===== config.mk =====
export PLATFORM = sky130hd
export DESIGN_NAME = pp_pwm
export DESIGN_NICKNAME = d
export VERILOG_FILES = /design/src/rtl/pp_pwm_pkg.sv /design/src/rtl/pp_sync2.sv /design/src/rtl/pp_period_timer.sv /design/src/rtl/pp_softstart.sv /design/src/rtl/pp_pulse_gate.sv /design/src/rtl/pp_pwm.sv
export SDC_FILE = /design/constraint.sdc
export NUM_CORES = 1
export LEC_CHECK = 0
export ABC_CLOCK_PERIOD_IN_PS = 5250
export BUFFER_PORTS_ARGS = -buffer_cell sky130_fd_sc_hd__buf_4
export CAP_MARGIN = 0
export CORE_MARGIN = 1
export CORE_UTILIZATION = 55
export CTS_CLUSTER_DIAMETER = 150
export CTS_CLUSTER_SIZE = 10
export DETAILED_ROUTE_END_ITERATION = 10
export PLACE_DENSITY = 0.81
export SYNTH_ARGS = -nofsm -noshare
export SYNTH_HDL_FRONTEND = slang
export SYNTH_HIERARCHICAL = 1
export SYNTH_SLANG_ARGS = --single-unit

===== constraint.sdc =====
create_clock -name clk -period 5.25 [get_ports clk]
set_input_delay 0.2625 -clock clk [delete_from_list [all_inputs] [get_ports clk]]
set_output_delay 0.2625 -clock clk [all_outputs]
set_load 0.01 [all_outputs]

===== src/rtl/pp_pwm_pkg.sv =====
package pp_pwm_pkg;
  typedef enum logic {PH_A = 1'b0, PH_B = 1'b1} pp_phase_e;

  function automatic pp_phase_e other_phase(pp_phase_e p);
    return (p == PH_A) ? PH_B : PH_A;
  endfunction
endpackage


===== src/rtl/pp_sync2.sv =====
module pp_sync2 #(
  parameter logic IDLE = 1'b1
) (
  input  logic clk,
  input  logic rst_n,
  input  logic d_i,
  output logic q_o
);
  logic meta_q, stab_q;

  always_ff @(posedge clk or negedge rst_n) begin
    if (!rst_n) begin
      meta_q <= IDLE;
      stab_q <= IDLE;
    end else begin
      meta_q <= d_i;
      stab_q <= meta_q;
    end
  end

  assign q_o = stab_q;
endmodule


===== src/rtl/pp_period_timer.sv =====
module pp_period_timer
  import pp_pwm_pkg::*;
#(
  parameter int CW = 8
) (
  input  logic          clk,
  input  logic          rst_n,
  input  logic          hold_i,
  input  logic          resync_i,
  input  logic [CW-1:0] period_i,
  output logic [CW-1:0] cnt_o,
  output pp_phase_e     phase_o,
  output logic          wrap_o
);
  logic [CW-1:0] cnt_q, cnt_d;
  pp_phase_e     phase_q, phase_d;
  logic          prev_q;
  logic          fall;

  // falling edge of the synchronized restart input
  assign fall   = prev_q & ~resync_i;
  assign wrap_o = ~hold_i & ((cnt_q >= period_i) | fall);

  always_comb begin
    cnt_d   = cnt_q + CW'(1);
    phase_d = phase_q;
    if (hold_i) begin
      cnt_d   = '0;
      phase_d = PH_A;
    end else if (wrap_o) begin
      cnt_d   = '0;
      phase_d = other_phase(phase_q);
    end
  end

  always_ff @(posedge clk or negedge rst_n) begin
    if (!rst_n) begin
      cnt_q   <= '0;
      phase_q <= PH_A;
      prev_q  <= 1'b1;
    end else begin
      cnt_q   <= cnt_d;
      phase_q <= phase_d;
      prev_q  <= resync_i;
    end
  end

  assign cnt_o   = cnt_q;
  assign phase_o = phase_q;
endmodule


===== src/rtl/pp_softstart.sv =====
module pp_softstart #(
  parameter int          CW      = 8,
  parameter int unsigned SS_STEP = 1
) (
  input  logic          clk,
  input  logic          rst_n,
  input  logic          hold_i,
  input  logic          step_i,
  output logic [CW-1:0] ramp_o
);
  localparam logic [CW-1:0] FIRST  = CW'(SS_STEP);
  localparam logic [CW:0]   STEP_W = (CW+1)'(SS_STEP);

  logic [CW-1:0] ramp_q, ramp_d;
  logic [CW:0]   sum;
  logic          en;

  assign sum = {1'b0, ramp_q} + STEP_W;
  assign en  = hold_i | step_i;

  always_comb begin
    if (hold_i)      ramp_d = FIRST;
    else if (sum[CW]) ramp_d = '1;
    else              ramp_d = sum[CW-1:0];
  end

  always_ff @(posedge clk or negedge rst_n) begin
    if (!rst_n)  ramp_q <= FIRST;
    else if (en) ramp_q <= ramp_d;
  end

  assign ramp_o = ramp_q;
endmodule


===== src/rtl/pp_pulse_gate.sv =====
module pp_pulse_gate
  import pp_pwm_pkg::*;
#(
  parameter int CW = 8
) (
  input  logic          clk,
  input  logic          rst_n,
  input  logic          hold_i,
  input  logic          halt_i,
  input  logic          ilim_i,
  input  logic          wrap_i,
  input  logic [CW-1:0] cnt_i,
  input  pp_phase_e     phase_i,
  input  logic [CW-1:0] period_i,
  input  logic [CW-1:0] dead_i,
  input  logic [CW-1:0] duty_i,
  input  logic [CW-1:0] ramp_i,
  output logic          drv_a_o,
  output logic          drv_b_o
);
  localparam int WW = CW + 1;

  logic [WW-1:0] span, dead_w, lim, min1, eff;
  logic          lat_q, lat_d, lat_en;
  logic          active;
  logic          a_q, b_q, a_d, b_d;

  // width limit from period and blanking window
  assign span   = {1'b0, period_i} + WW'(1);
  assign dead_w = {1'b0, dead_i};
  assign lim    = (dead_w >= span) ? '0 : span - dead_w;
  assign min1   = ({1'b0, duty_i} < {1'b0, ramp_i}) ? {1'b0, duty_i} : {1'b0, ramp_i};
  assign eff    = (min1 < lim) ? min1 : lim;

  // single-pulse current-limit latch, released at a boundary
  assign lat_en = hold_i | wrap_i | ilim_i;
  assign lat_d  = ~hold_i & ~wrap_i & ilim_i;

  assign active = ~hold_i & ~halt_i & ~ilim_i & ~lat_q & ({1'b0, cnt_i} < eff);
  assign a_d    = active & (phase_i == PH_A);
  assign b_d    = active & (phase_i == PH_B);

  always_ff @(posedge clk or negedge rst_n) begin
    if (!rst_n)      lat_q <= 1'b0;
    else if (lat_en) lat_q <= lat_d;
  end

  always_ff @(posedge clk or negedge rst_n) begin
    if (!rst_n) begin
      a_q <= 1'b0;
      b_q <= 1'b0;
    end else begin
      a_q <= a_d;
      b_q <= b_d;
    end
  end

  assign drv_a_o = a_q;
  assign drv_b_o = b_q;
endmodule


===== src/rtl/pp_pwm.sv =====
module pp_pwm
  import pp_pwm_pkg::*;
#(
  parameter int          CW      = 8,
  parameter int unsigned SS_STEP = 1
) (
  input  logic          clk,
  input  logic          rst_n,
  input  logic          ss_rst_n,
  input  logic          resync_n,
  input  logic          halt_n,
  input  logic          ilim,
  input  logic [CW-1:0] period_len,
  input  logic [CW-1:0] dead_len,
  input  logic [CW-1:0] duty_req,
  output logic          drv_a,
  output logic          drv_b
);
  localparam int NASYNC = 2;

  logic [NASYNC-1:0] raw_n, clean_n;
  logic              resync_q, halt_sync, hold;
  logic [CW-1:0]     cnt_w, ramp_w;
  pp_phase_e         phase_w;
  logic              wrap_w;

  assign raw_n = {halt_n, resync_n};

  for (genvar gi = 0; gi < NASYNC; gi++) begin : g_sync
    pp_sync2 #(.IDLE(1'b1)) u_sync (
      .clk  (clk),
      .rst_n(rst_n),
      .d_i  (raw_n[gi]),
      .q_o  (clean_n[gi])
    );
  end

  assign resync_q  = clean_n[0];
  assign halt_sync = clean_n[1];
  assign hold      = ~ss_rst_n;

  pp_period_timer #(.CW(CW)) u_timer (
    .clk     (clk),
    .rst_n   (rst_n),
    .hold_i  (hold),
    .resync_i(resync_q),
    .period_i(period_len),
    .cnt_o   (cnt_w),
    .phase_o (phase_w),
    .wrap_o  (wrap_w)
  );

  pp_softstart #(.CW(CW), .SS_STEP(SS_STEP)) u_ramp (
    .clk   (clk),
    .rst_n (rst_n),
    .hold_i(hold),
    .step_i(wrap_w),
    .ramp_o(ramp_w)
  );

  pp_pulse_gate #(.CW(CW)) u_gate (
    .clk     (clk),
    .rst_n   (rst_n),
    .hold_i  (hold),
    .halt_i  (~halt_sync),
    .ilim_i  (ilim),
    .wrap_i  (wrap_w),
    .cnt_i   (cnt_w),
    .phase_i (phase_w),
    .period_i(period_len),
    .dead_i  (dead_len),
    .duty_i  (duty_req),
    .ramp_i  (ramp_w),
    .drv_a_o (drv_a),
    .drv_b_o (drv_b)
  );
endmodule


==> results.py <==
metrics = {
    "global_routing": {
        "gr-usage-met2": 0.430,
        "grt_use_met1": 0.355,
        "grt_use_total": 0.255,
        "antenna_found_initial": 0,
        "grt_start_max_net_pins": 26,
        "grt_util_met3": 0.0247,
        "grt.busiest_layer": "met2",
        "grt_pass1_vias": 2409,
        "grt_pass1_wl_mm": 10.8,
        "globalRouteOverflowTotal": 0,
    },
    "layout": {
        "layout_common_cells": "41 x buf_4, 40 x ha_1, 37 x inv_1, 29 x nor2_1, 22 x nand2_1",
        "fillers": 407,
        "finalNonFillerCells": 439,
        "syn2layout_area_growth_pct": 15.8,
        "layout_commonest_cell": "buf_4",
        "nets": 444,
        "drive_gt1_frac": 0.196,
        "multi_input_area_um2": 2030,
        "diodes": 0,
        "seqCellArea_um2": 636,
    },
    "outcome": {
        "outcome": "complete, no violations",
    },
    "power": {
        "pwr-share-seq": 0.336,
        "clock_power_share": 0.181,
        "power_density_nw_per_um2": 191,
        "switchingPower_uw": 231,
        "p_comb_frac": 0.483,
        "ir_drop_mv": 0.212,
        "swShare": 0.372,
        "p_int_uw": 390,
        "p_leak_uw": 0.00154,
    },
    "place": {
        "gp_congestion": 0.924,
        "port-buffer-count": 31,
        "dp.cells": 433,
        "dp_hpwl_mm": 5.16,
    },
    "floorplanning": {
        "die-area_um2": 5400,
        "core_um2": 4820,
        "io_pins": 32,
        "die_x_um": 73.5,
        "start_util": 0.583,
        "die_y_um": 73.5,
        "rows": 25,
    },
    "route": {
        "viasPerCell": 5.89,
        "ant_nets": 0,
        "vias": 2584,
        "wl_per_cell_um": 14.4,
        "drc_errors": 0,
        "dr.pass1.iters": 4,
        "wl_mm": 6.34,
        "drtIter0Drc": 237,
    },
    "worst_setup_path": {
        "timing.critical_path.cells": "inv_1 > ha_1 > a2111o_1 > a31oi_2 > buf_4 > mux2_2 > ha_1 > nor3_1 > o21bai_1 > a21oi_2 > o211a_1 > nor2_1 > a221oi_1 > ha_1 > nand2_1 > o21ai_0 > a211o_1 > a31o_2 > a211o_1 > a21boi_2",
        "required_ns": 5.45,
        "critPathArrivalTime_ns": 5.21,
        "critPathMaxFanout": 6,
        "cp_top_family": "compound AO/OA/AOI/OAI gates",
        "cp_slowest_cell": "dfrtp_2",
        "slowest_delay_ns": 0.43,
        "cpMostUsedCell": "ha_1",
        "cp-start-kind": "flip-flop",
        "critPathKind": "reg2reg",
        "cp-end-kind": "flip-flop",
        "path_buf_inv": 2,
    },
    "clocking": {
        "ctsLongestPathBuffers": 2,
        "cts_tree": "done",
        "root_buffer": "clkbuf_8",
        "cts_max_level": 1,
        "cts.sinks": 25,
        "clock_latency_ns": 0.26,
        "clk_pin_slew_ns": 0.08,
        "numCtsBuffers": 3,
    },
    "timing": {
        "fmax_mhz": 200,
        "slew_headroom": 0.296,
        "fin_crit_ns": 5.01,
        "finalSetupViolations": 0,
        "tightest_slew_ns": 1.05,
        "fin_crit_sh": 0.954,
        "slew_violations": 0,
        "holdWs_ns": 0.0961,
        "fin_worst_skew_ns": 0.00198,
        "hold_viol": 0,
    },
    "logic_synthesis": {
        "synth_warnings": 6,
        "synthFlopType": "dfrtp_1",
        "synth_fa_ha_area_frac": 0.185,
        "synth_fp_nets": 403,
        "postSynthCellCount": 332,
        "synth_async_sr_flop_share": 1.00,
        "synth-simple-area-share": 0.210,
        "avgSynthCellArea_um2": 8.46,
        "synth-compound-area-share": 0.235,
        "synth.area.mux_share": 0.0254,
        "syn_area_um2": 2810,
        "yosys_register_bits": 25,
        "synth_top_area_cell": "ha_1",
        "synth-edff-count": 0,
        "synth_seq_area_share": 0.225,
        "ys_top_cells_by_area": "ha_1 18%, dfrtp_1 17%, dfstp_2 5.6%, inv_1 4.9%, nor2_1 3.9%",
        "synthXorXnorAreaFrac": 0.0561,
        "ys_types": 63,
        "synth_top_family_by_area": "compound AO/OA/AOI/OAI gates",
        "synth_top_area_frac": 0.178,
    },
    "job": {
        "max-cap-violations": 0,
    },
    "min_path": {
        "hp-class": "in2reg",
    },
}
worst paths after layout:
check / from / to / slack, ns / depth (start not counted)
worst max register to register: u_ramp/ramp_o[3] / u_gate/drv_b_o / 0.24 / 20
worst min-delay path: halt_n / g_sync[1].u_sync/meta_q / 0.1 / 1
min in group asynchronous: rst_n / u_ramp/ramp_o[2] / 0.42 / 2
max in group asynchronous: rst_n / u_timer/prev_q / 4.54 / 2
worst max-delay path: u_ramp/ramp_o[3] / u_gate/drv_b_o / 0.24 / 20
worst min register to register: g_sync[1].u_sync/meta_q / g_sync[1].u_sync/q_o / 0.36 / 0
synthesized netlist by cell type, drive strengths merged, types with 9 or more instances:
cell type  number
nor2           29
a21oi          17
nor3           10
dfrtp          19
xor2           11
a211oi         15
nand3          16
nand2          22
ha             40
o21ai           9
inv            37
repair_timing:
| action | in CTS | in global routing |
|---|---|---|
| buffers inserted | 0 | 1 |
| gates resized for setup | 0 | 9 |
| hold buffers | 1 | 0 |
| endpoints found under the setup margin | 0 | 2 |
| hold endpoints to repair | 19 | 0 |
metal layers:
metal	vias to the layer above	routed length (um)
li1	1299	-
met1	1209	3040
met2	70	2970
met3	6	274
met4	0	59
met5	-	0
kinds of logic (layout without fill, tap and decap cells):
family	after synthesis	count (layout)
buf+inv	43	83
simple gates	114	114
xor+xnor	18	18
fa+ha+maj	41	41
compound gates	84	84
flops	25	25
mux	7	7
power by group through the flow:
stage | Clock (uW) | Combinational [uW] | Sequential (uW)
2_1_floorplan | 0 | 199 | 212
3_3_place_gp | 0 | 286 | 213
3_5_place_dp | 0 | 289 | 212
4_1_cts | 116 | 292 | 209
5_1_grt | 124 | 335 | 210
6_report | 113 | 300 | 209
flip-flops by register name (all words and copies together) (netlist names):
register,count
u_timer/phase_o,1
u_gate/drv_b_o,1
g_sync.u_sync/meta_q,2
u_timer/prev_q,1
g_sync.u_sync/q_o,2
u_gate/drv_a_o,1
u_timer/cnt_o,8
u_gate/lat_q,1
u_ramp/ramp_o,8
cell type report:
class,instances,share of cell area
Inverter,37,0.0427
Tap cell,67,0.0258
Sequential cell,25,0.195
Clock buffer,3,0.0127
Clock inverter,1,0.00231
Timing Repair Buffer,42,0.0977
Multi-Input combinational cell,264,0.623
metrics by stage:
step | instance area, um2 | setup TNS, ns | total power [uW] | utilization | setup slack, ns
2_1_floorplan | 2810 | 0 | 410 | - | 0.431
3_3_place_gp | 3160 | 0 | 498 | 0.655 | 0.101
3_5_place_dp | 3160 | -0.0776 | 501 | 0.655 | -0.0434
4_1_cts | 3220 | 0 | 616 | 0.668 | 0.0380
5_1_grt | 3250 | -0.0108 | 669 | 0.675 | -0.0108
6_report | 3250 | 0 | 622 | 0.675 | 0.240
worst register-to-register path: stages, from the launching register on:
cell	delay, ns
dfrtp_2	0.43
inv_1	0.06
ha_1	0.19
a2111o_1	0.43
a31oi_2	0.20
buf_4	0.17
mux2_2	0.37
ha_1	0.33
nor3_1	0.22
o21bai_1	0.15
a21oi_2	0.19
o211a_1	0.22
nor2_1	0.09
a221oi_1	0.37
ha_1	0.32
nand2_1	0.06
o21ai_0	0.10
a211o_1	0.33
a31o_2	0.21
a211o_1	0.32
a21boi_2	0.16
(Power assumes the default switching activity.)
